File: config.mk
export PLATFORM = sky130hd
export DESIGN_NAME = sentry_wdt
export DESIGN_NICKNAME = d
export VERILOG_FILES = /design/src/rtl/sentry_wdt_pkg.sv /design/src/rtl/sentry_wdt_regif.sv /design/src/rtl/sentry_wdt_modereg.sv /design/src/rtl/sentry_wdt_counter.sv /design/src/rtl/sentry_wdt_event.sv /design/src/rtl/sentry_wdt.sv
export SDC_FILE = /design/constraint.sdc
export NUM_CORES = 1
export LEC_CHECK = 0
export ABC_CLOCK_PERIOD_IN_PS = 3900
export BUFFER_PORTS_ARGS = -buffer_cell sky130_fd_sc_hd__buf_2
export CORE_UTILIZATION = 30
export DETAILED_ROUTE_END_ITERATION = 7
export PLACE_DENSITY_LB_ADDON = 0.12
export SETUP_SLACK_MARGIN = 0.4
export SLEW_MARGIN = 10
export SYNTH_ARGS = -nofsm -noshare
export SYNTH_HDL_FRONTEND = slang
export SYNTH_SLANG_ARGS = --single-unit
File: constraint.sdc
create_clock -name clk -period 3.9 [get_ports clk]
set_clock_uncertainty 0.05 [all_clocks]
set_input_delay 0.39 -clock clk [delete_from_list [all_inputs] [get_ports clk]]
set_output_delay 0.39 -clock clk [all_outputs]
set_load 0.03 [all_outputs]
File: src/rtl/sentry_wdt_pkg.sv
package sentry_wdt_pkg;

  localparam int REG_W    = 8;
  localparam int SEL_W    = 5;
  localparam int MODE_LSB = 5;

  typedef enum logic [1:0] {
    MD_STOP  = 2'd0,
    MD_NMI   = 2'd1,
    MD_RESET = 2'd2
  } wdt_mode_e;

  function automatic wdt_mode_e decode_mode(input logic [1:0] f);
    if (f == 2'b00)      return MD_STOP;
    else if (f == 2'b01) return MD_NMI;
    else                 return MD_RESET;
  endfunction

endpackage

File: src/rtl/sentry_wdt_regif.sv
module sentry_wdt_regif
  import sentry_wdt_pkg::*;
#(
  parameter logic [REG_W-1:0] KEY_VAL  = 8'hAC,
  parameter logic [REG_W-1:0] READ_VAL = 8'h9A
) (
  input  logic             bus_sel,
  input  logic             bus_we,
  input  logic             bus_addr,
  input  logic [REG_W-1:0] bus_wdata,
  input  logic [REG_W-1:0] mode_q,
  output logic             mode_wr,
  output logic             key_ok,
  output logic             key_bad,
  output logic [REG_W-1:0] rdata
);

  logic wr_cyc;
  logic key_match;

  assign wr_cyc    = bus_sel && bus_we;
  assign key_match = (bus_wdata == KEY_VAL);

  always_comb begin
    mode_wr = 1'b0;
    key_ok  = 1'b0;
    key_bad = 1'b0;
    if (wr_cyc) begin
      if (!bus_addr) mode_wr = 1'b1;
      else if (key_match) key_ok = 1'b1;
      else key_bad = 1'b1;
    end
  end

  assign rdata = bus_addr ? READ_VAL : mode_q;

endmodule

File: src/rtl/sentry_wdt_modereg.sv
module sentry_wdt_modereg
  import sentry_wdt_pkg::*;
#(
  parameter logic [REG_W-1:0] RST_VAL = 8'h67
) (
  input  logic             clk,
  input  logic             rst_n,
  input  logic             wr_en,
  input  logic [REG_W-2:0] wdata,
  output logic [REG_W-1:0] reg_q,
  output logic             accept,
  output logic             violate,
  output wdt_mode_e        mode,
  output logic [SEL_W-1:0] sel
);

  logic written_q;

  assign accept  = wr_en && !written_q;
  assign violate = wr_en && written_q;

  always_ff @(posedge clk or negedge rst_n) begin
    if (!rst_n) begin
      reg_q     <= {1'b0, RST_VAL[REG_W-2:0]};
      written_q <= 1'b0;
    end else if (accept) begin
      reg_q     <= {1'b0, wdata};
      written_q <= 1'b1;
    end
  end

  assign mode = decode_mode(reg_q[MODE_LSB+1:MODE_LSB]);
  assign sel  = reg_q[SEL_W-1:0];


  mode_frozen_chk: assert property (@(posedge clk) disable iff (!rst_n)
    violate |=> $stable(reg_q));


  mode_store_chk: assert property (@(posedge clk) disable iff (!rst_n)
    accept |=> (reg_q == {1'b0, $past(wdata)}));

endmodule

File: src/rtl/sentry_wdt_counter.sv
module sentry_wdt_counter
  import sentry_wdt_pkg::*;
#(
  parameter int BASE_EXP = 10,
  parameter int NUM_SEL  = 8
) (
  input  logic             clk,
  input  logic             rst_n,
  input  logic             run,
  input  logic             clear,
  input  logic [SEL_W-1:0] sel,
  output logic             expire
);

  localparam int CNT_W  = BASE_EXP + NUM_SEL - 1;
  localparam int EFF_W  = (NUM_SEL > 1) ? $clog2(NUM_SEL) : 1;
  localparam int TOP_IX = NUM_SEL - 1;

  logic [CNT_W-1:0] lim_tbl [NUM_SEL];
  logic [CNT_W-1:0] cnt_q;
  logic [CNT_W-1:0] lim_sel;
  logic [EFF_W-1:0] eff;

  genvar gi;
  generate
    for (gi = 0; gi < NUM_SEL; gi++) begin : g_lim
      assign lim_tbl[gi] = CNT_W'((64'd1 << (BASE_EXP + gi)) - 64'd1);
    end
  endgenerate

  always_comb begin
    if (int'(sel) > TOP_IX) eff = EFF_W'(TOP_IX);
    else                    eff = EFF_W'(sel);
  end

  assign lim_sel = lim_tbl[eff];
  assign expire  = run && (cnt_q == lim_sel);

  always_ff @(posedge clk or negedge rst_n) begin
    if (!rst_n)        cnt_q <= '0;
    else if (clear)    cnt_q <= '0;
    else if (expire)   cnt_q <= '0;
    else if (run)      cnt_q <= cnt_q + 1'b1;
  end


  cnt_clear_chk: assert property (@(posedge clk) disable iff (!rst_n)
    clear |=> (cnt_q == '0));


  cnt_hold_chk: assert property (@(posedge clk) disable iff (!rst_n)
    (!run && !clear) |=> $stable(cnt_q));


  cnt_range_chk: assert property (@(posedge clk) disable iff (!rst_n)
    cnt_q <= lim_sel);

endmodule

File: src/rtl/sentry_wdt_event.sv
module sentry_wdt_event
  import sentry_wdt_pkg::*;
(
  input  logic      clk,
  input  logic      rst_n,
  input  wdt_mode_e mode,
  input  logic      expire,
  input  logic      force_evt,
  output logic      nmi,
  output logic      rst_req
);

  logic evt;
  logic nmi_q;
  logic rst_q;

  assign evt = expire || force_evt;

  always_ff @(posedge clk or negedge rst_n) begin
    if (!rst_n) begin
      nmi_q <= 1'b0;
      rst_q <= 1'b0;
    end else begin
      nmi_q <= evt && (mode == MD_NMI);
      if (evt && (mode != MD_NMI)) rst_q <= 1'b1;
    end
  end

  assign nmi     = nmi_q;
  assign rst_req = rst_q;


  nmi_single_chk: assert property (@(posedge clk) disable iff (!rst_n)
    nmi_q |=> (!nmi_q || $past(force_evt)));


  rst_sticky_chk: assert property (@(posedge clk) disable iff (!rst_n)
    rst_q |=> rst_q);


  route_nmi_chk: assert property (@(posedge clk) disable iff (!rst_n)
    (force_evt && mode == MD_NMI) |=> nmi_q);


  route_rst_chk: assert property (@(posedge clk) disable iff (!rst_n)
    (force_evt && mode != MD_NMI) |=> rst_q);

endmodule

File: src/rtl/sentry_wdt.sv
module sentry_wdt
  import sentry_wdt_pkg::*;
#(
  parameter int               BASE_EXP = 10,
  parameter int               NUM_SEL  = 8,
  parameter logic [REG_W-1:0] RST_VAL  = 8'h67,
  parameter logic [REG_W-1:0] KEY_VAL  = 8'hAC,
  parameter logic [REG_W-1:0] READ_VAL = 8'h9A
) (
  input  logic             clk,
  input  logic             rst_n,
  input  logic             bus_sel,
  input  logic             bus_we,
  input  logic             bus_addr,
  input  logic [REG_W-1:0] bus_wdata,
  output logic [REG_W-1:0] bus_rdata,
  output logic             wdt_nmi,
  output logic             wdt_rst_req
);

  logic [REG_W-1:0] mode_q;
  logic             mode_wr, key_ok, key_bad;
  logic             accept, mode_bad;
  logic             expire, force_evt, run, clear;
  wdt_mode_e        mode;
  logic [SEL_W-1:0] sel;

  sentry_wdt_regif #(.KEY_VAL(KEY_VAL), .READ_VAL(READ_VAL)) u_regif (
    .bus_sel  (bus_sel),
    .bus_we   (bus_we),
    .bus_addr (bus_addr),
    .bus_wdata(bus_wdata),
    .mode_q   (mode_q),
    .mode_wr  (mode_wr),
    .key_ok   (key_ok),
    .key_bad  (key_bad),
    .rdata    (bus_rdata)
  );

  sentry_wdt_modereg #(.RST_VAL(RST_VAL)) u_mode (
    .clk    (clk),
    .rst_n  (rst_n),
    .wr_en  (mode_wr),
    .wdata  (bus_wdata[REG_W-2:0]),
    .reg_q  (mode_q),
    .accept (accept),
    .violate(mode_bad),
    .mode   (mode),
    .sel    (sel)
  );

  assign force_evt = mode_bad || key_bad;
  assign run       = (mode != MD_STOP) && !wdt_rst_req;
  assign clear     = key_ok || accept || force_evt;

  sentry_wdt_counter #(.BASE_EXP(BASE_EXP), .NUM_SEL(NUM_SEL)) u_cnt (
    .clk   (clk),
    .rst_n (rst_n),
    .run   (run),
    .clear (clear),
    .sel   (sel),
    .expire(expire)
  );

  sentry_wdt_event u_evt (
    .clk      (clk),
    .rst_n    (rst_n),
    .mode     (mode),
    .expire   (expire),
    .force_evt(force_evt),
    .nmi      (wdt_nmi),
    .rst_req  (wdt_rst_req)
  );


  read_quiet_chk: assert property (@(posedge clk) disable iff (!rst_n)
    (bus_sel && !bus_we && !wdt_nmi && !wdt_rst_req && !expire) |=> (!wdt_nmi && !wdt_rst_req));


  bad_key_evt_chk: assert property (@(posedge clk) disable iff (!rst_n)
    (bus_sel && bus_we && bus_addr && bus_wdata != KEY_VAL) |=> (wdt_nmi || wdt_rst_req));

endmodule

==> impl_metrics.py, run 1 <==
metrics = {
    "run_status": {
        "status": "completed",
    },
    "worst_setup_path": {
        "critPathLaunchType": "flop",
        "crit_fanout": 13,
        "crit_type": "flop to flop",
        "crit_path_start": "u_mode.reg_q[6]",
        "path_cells": "o21bai_1 > buf_4 > or4_1 > a21o_1 > or4_1 > o21ai_1 > a31oi_1",
        "required_ps": 3990,
        "crit_top_cell": "or4_1",
        "arrival_ps": 2820,
        "slowest_delay_ps": 700,
        "r2r-start": "u_mode.reg_q[6]",
        "critical-path-slowest-cell": "or4_1",
        "cp-end-kind": "flop",
    },
    "detailed_routing": {
        "wl_um": 3470,
        "avgViaCountPerCell": 5.11,
        "num_vias": 1307,
        "post-route-drc-count": 0,
        "wl_per_cell_um": 13.6,
        "ant_nets": 0,
        "first_pass_iters": 4,
        "drt_iter0_drc": 62,
    },
    "grt": {
        "grt_first_pass_wirelength_um": 5980,
        "first_global_vias": 1259,
        "grt_start_max_net_pins": 28,
        "antenna_found_initial": 0,
        "grt_use_total": 0.144,
        "grt_overflow_total": 0,
    },
    "timing": {
        "finalHoldViolations": 0,
        "min_period_ps": 2730,
        "drv_slew": 0,
        "rsz0062_at_grt": "no",
        "setup_tns_ps": 0,
        "slew_headroom": 0.289,
        "setup_viol": 0,
        "worstMarginPinSlew_ps": 1060,
        "finalHoldWorstSlack_ps": 64.5,
        "period_share": 0.700,
        "fmax_ghz": 0.366,
    },
    "synthesis": {
        "ys_ff_latch": 27,
        "syn_nets": 184,
        "yosysWarnings": 0,
        "async_reset_ff_frac": 1.00,
        "syn-cell-area_mm2": 0.00153,
        "synth_ff_type": "dfrtp_1",
        "yosysSeqAreaShare": 0.445,
        "synth-edff-count": 0,
        "syn_area_per_cell_um2": 9.01,
        "synthDistinctLibCells": 45,
        "postSynthCellCount": 170,
    },
    "die": {
        "die_area_mm2": 0.00539,
        "die_w_um": 73.5,
        "fp.dieH_um": 73.5,
        "start_util": 0.318,
        "top_level_ports": 23,
        "num_rows": 25,
        "coreArea_mm2": 0.00482,
    },
    "pwr": {
        "power.leakage_nw": 0.693,
        "powerDensity_mw_per_mm2": 467,
        "peakVddDrop_mv": 0.208,
        "total_power_mw": 0.815,
    },
    "cts": {
        "insertion_delay_ps": 270,
        "ctsResizeCount": 0,
        "postCtsSetupRepairBufs": 0,
        "numCtsBuffers": 3,
        "cts_tree": "yes",
        "cts_hold_buf": 0,
        "clk_path_buf_depth": 2,
        "cts.clk_slew.worst_paths_ps": 90,
        "cts.sinks": 27,
        "cts_root_buffer": "clkbuf_8",
        "cts_max_level": 1,
    },
    "place": {
        "place.gp.congestion": 0.759,
        "portBuffers": 22,
        "post_dp_cell_area_mm2": 0.00170,
        "post-dp-hpwl_um": 2530,
    },
    "finish": {
        "nNetsFinal": 204,
        "fin_area_mm2": 0.00174,
        "layout-drive-gt1-share": 0.243,
        "layout_common_cells": "22 x buf_2, 22 x dfrtp_1, 19 x nand2_1, 15 x nor2_1",
        "area_delta_synth_final_pct": 13.9,
        "fin_util": 0.362,
        "antenna-diode-count": 0,
    },
    "worst_hold_path": {
        "worstHoldPathType": "input port to asynchronous set/reset pin",
    },
    "job": {
        "maxCapViolations": 0,
    },
}
[worst max-delay path: cells and delay by family, from the launching register on]
| family | cells | cell delay [ps] |
|---|---|---|
| compound gates | 4 | 520 |
| simple gates | 2 | 1280 |
| flops | 1 | 570 |
| buf+inv | 1 | 180 |
[cell type report]
type,instances,area [µm²]
Fill cell,513,3070
Multi-Input combinational cell,132,803
Clock inverter,1,5.00
Sequential cell,27,682
Timing Repair Buffer,23,118
Clock buffer,3,41.3
Tap cell,67,83.8
Inverter,3,11.3
[state kept, by name, summed over array words and instances (netlist names)]
signal	count
u_cnt.cnt_q	17
u_mode.written_q	1
u_evt.rst_req	1
u_mode.reg_q	7
u_evt.nmi	1
[stage by stage]
| step | std cells | setup WS [ps] |
|---|---|---|
| 3_5_place_dp | 252 | 1180 |
| 6_report | 256 | 1170 |
| 2_1_floorplan | 170 | 1460 |
| 5_1_grt | 256 | 1020 |
| 4_1_cts | 256 | 1160 |
| 3_3_place_gp | 252 | 1220 |
[Yosys cell counts, types with 5 or more instances]
master,n,area share
nor2b_1,6,0.025
a21oi_1,10,0.033
nand3_1,10,0.033
or4_1,5,0.025
mux2_2,6,0.044
clkbuf_1,6,0.015
dfrtp_1,22,0.36
or2_2,5,0.020
nand2_1,19,0.047
or3_1,7,0.029
o21ai_0,6,0.020
nor2_1,15,0.037
dfstp_2,5,0.086
[final timing paths]
kind                       slack, ps                to  cells after the start
setup / recovery                1170    u_cnt.cnt_q[7]                      7
max in group asynchronous       3340  u_mode.written_q                      1
hold / removal                    60   u_cnt.cnt_q[14]                      1
setup reg to reg                1170    u_cnt.cnt_q[7]                      7
hold reg to reg                  450  u_mode.written_q                      1
min in group clk                 290   u_mode.reg_q[2]                      3
[where the power goes]
group          internal [mW]  switching, mW  leakage, nW
sequential             0.343         0.0698        0.341
combinational          0.115          0.126        0.327
clock                 0.0717         0.0902       0.0255
total                  0.529          0.286        0.693
[routing by layer]
layer	global-route usage	part of all wire	vias to the layer above
li1	-	-	658
met1	0.206	0.50	628
met2	0.223	0.47	17
met3	0.0329	0.026	4
met4	0.0278	0.0095	0
met5	0	0	-
[logic make-up (layout without fill, tap and decap cells)]
family,count (synthesis),count (layout),share of synthesized area
compound gates,36,36,0.151
xor+xnor,4,4,0.0229
fa+ha+maj,1,1,0.00817
buf+inv,11,30,0.0302
flops,27,27,0.445
mux,6,6,0.0441
simple gates,85,85,0.298
Power figures use the tool's default switching activity.
==> inputs of run 2 (changes only) <==
--- a/config.mk
+++ b/config.mk
@@ -5,7 +5,7 @@
 export SDC_FILE = /design/constraint.sdc
 export NUM_CORES = 1
 export LEC_CHECK = 0
-export ABC_CLOCK_PERIOD_IN_PS = 3900
+export ABC_CLOCK_PERIOD_IN_PS = 2500
 export BUFFER_PORTS_ARGS = -buffer_cell sky130_fd_sc_hd__buf_2
 export CORE_UTILIZATION = 30
 export DETAILED_ROUTE_END_ITERATION = 7
==> constraint.sdc (replaced) <==
create_clock -name clk -period 2.5 [get_ports clk]
set_clock_uncertainty 0.05 [all_clocks]
set_input_delay 0.25 -clock clk [delete_from_list [all_inputs] [get_ports clk]]
set_output_delay 0.25 -clock clk [all_outputs]
set_load 0.03 [all_outputs]
==> run 2 against run 1 <==
Net effect: via count up 8.7%; core utilization up 6.7 points; critical path depth down 1; count of clock-buffer cells in the layout unchanged; register-to-register slack worse by 920 ps; first-iteration DRC count down 24%; combinational power up 120%; largest power group unchanged.
==> impl_metrics.py, run 2 (same netlist as run 1, synthesis figures left out) <==
metrics = {
    "run_status": {
        "status": "completed",
    },
    "worst_hold_path": {
        "worstHoldPathType": "input port to flop",
        "min_to": "u_mode.reg_q[2]",
        "hp-start": "bus_wdata[2]",
        "hold-path-cell-count": 3,
    },
    "job": {
        "maxCapViolations": 0,
    },
    "finish": {
        "nNetsFinal": 229,
        "top_register": "u_cnt.cnt_q",
        "layout_common_cells": "22 x buf_2, 22 x buf_4, 21 x dfrtp_1, 19 x nand2_1, 13 x nor2_1",
        "fin_area_mm2": 0.00207,
        "antenna-diode-count": 0,
        "layout-drive-gt1-share": 0.425,
        "stdcell_count": 281,
        "largest_register_ffs": 17,
        "fin_util": 0.429,
        "top_regs": "u_cnt.cnt_q: 17 flops, u_mode.reg_q: 7 flops",
        "fillers": 498,
        "area_delta_synth_final_pct": 34.9,
    },
    "timing": {
        "drv_slew": 0,
        "setup_viol": 0,
        "period_share": 0.902,
        "fmax_ghz": 0.444,
        "setup_ws_ps": 246,
        "rsz0062_at_grt": "yes",
        "min_period_ps": 2250,
        "slew_headroom": 0.549,
        "worstMarginPinSlew_ps": 674,
        "setup_tns_ps": 0,
        "finalHoldViolations": 0,
    },
    "cts": {
        "cts.sinks": 27,
        "clk_path_buf_depth": 2,
        "cts_max_level": 1,
        "insertion_delay_ps": 280,
        "cts_root_buffer": "clkbuf_8",
        "cts_tree": "yes",
        "cts.clk_slew.worst_paths_ps": 100,
        "numCtsBuffers": 3,
    },
    "pwr": {
        "peakVddDrop_mv": 0.391,
        "power.leakage_nw": 0.854,
        "powerDensity_mw_per_mm2": 689,
    },
    "worst_setup_path": {
        "path_cells": "or3_4 > or4_1 > a21o_1 > or4_4 > a21oi_2 > a21oi_1",
        "slowest_delay_ps": 500,
        "critical-path-slowest-cell": "or4_4",
        "cp-end-kind": "flop",
        "r2r-start": "u_mode.reg_q[2]",
        "critPathLaunchType": "flop",
        "crit_fanout": 7,
        "crit_type": "flop to flop",
        "ff2ff_path_depth": 6,
        "arrival_ps": 2370,
        "r2r_slack_ps": 250,
        "r2r_end": "u_cnt.cnt_q[5]",
        "required_ps": 2620,
    },
    "place": {
        "portBuffers": 22,
        "post_dp_cell_area_mm2": 0.00177,
        "place.gp.congestion": 0.782,
        "pre_cts_ws_ps": -2.12,
        "dp.cells": 260,
        "post-dp-hpwl_um": 2750,
    },
    "detailed_routing": {
        "num_vias": 1421,
        "avgViaCountPerCell": 5.06,
        "ant_nets": 0,
        "drt_iter0_drc": 47,
        "wl_per_cell_um": 14.0,
        "post-route-drc-count": 0,
        "wl_um": 3940,
        "first_pass_iters": 4,
    },
    "grt": {
        "grt_overflow_total": 0,
        "first_global_vias": 1352,
        "grt_first_pass_wirelength_um": 6480,
        "grt_use_total": 0.157,
        "antenna_found_initial": 0,
        "grt_start_max_net_pins": 28,
    },
    "die": {
        "coreArea_mm2": 0.00482,
        "die_area_mm2": 0.00539,
        "num_rows": 25,
        "die_w_um": 73.5,
        "fp.dieH_um": 73.5,
        "top_level_ports": 23,
        "start_util": 0.318,
    },
}
[run 2: area by class of cell]
| cell class | count | area [µm²] | share of cell area |
|---|---|---|---|
| tap | 67 | 83.8 | 0.0406 |
| multi-input combinational | 132 | 920 | 0.445 |
| clock buffer | 3 | 41.3 | 0.0200 |
| timing repair buffer | 48 | 319 | 0.154 |
| sequential | 27 | 683 | 0.331 |
| inverter | 3 | 11.3 | 0.00545 |
| clock inverter | 1 | 7.51 | 0.00363 |
[run 2: through the flow]
stage | hold slack, ps | total power [mW]
floorplan | -95.6 | 0.934
global placement | 255 | 1.06
detailed placement | 257 | 1.07
CTS | 126 | 1.40
global route | 159 | 1.50
finish | 142 | 1.42
[run 2: power breakdown]
group	switching [mW]	total [mW]	internal [mW]
combinational	0.279	0.540	0.261
sequential	0.0882	0.623	0.535
clock	0.147	0.261	0.113
[run 2: worst max path at each step]
| stage | startpoint | to | slack, ps | depth (start not counted) |
|---|---|---|---|---|
| finish | u_mode.reg_q[2] | u_cnt.cnt_q[5] | 250 | 6 |
| global route | u_cnt.cnt_q[4] | u_cnt.cnt_q[15] | 130 | 6 |
| CTS | u_cnt.cnt_q[5] | u_cnt.cnt_q[15] | 230 | 6 |
| detailed placement | u_cnt.cnt_q[1] | u_cnt.cnt_q[7] | -2 | 7 |
| global placement | u_mode.reg_q[2] | u_cnt.cnt_q[7] | 60 | 6 |
| floorplan | u_mode.reg_q[4] | u_cnt.cnt_q[5] | 170 | 7 |
[run 2: metal layers]
metal,global-route usage,up-vias,share of wire,wire length [µm]
li1,-,700,-,-
met1,0.201,699,0.47,1860
met2,0.268,17,0.50,1970
met3,0.0329,5,0.022,85
met4,0.0385,0,0.0091,36
met5,0,-,0,0
[run 2: worst max-delay path: cells and delay by family (launching register included)]
| kind | cells | cell delay, ps |
|---|---|---|
| AO/OA/AOI/OAI | 3 | 420 |
| flip-flops | 1 | 390 |
| AND/OR/NAND/NOR | 3 | 1290 |
[run 2: repair_timing]
item / in CTS / in global routing
buffers inserted: 7 / 9
hold endpoints to repair: 22 / 0
resized for setup: 11 / 13
endpoints found under the setup margin: 15 / 15
pin swaps: 8 / 9
hold buffers: 1 / 0
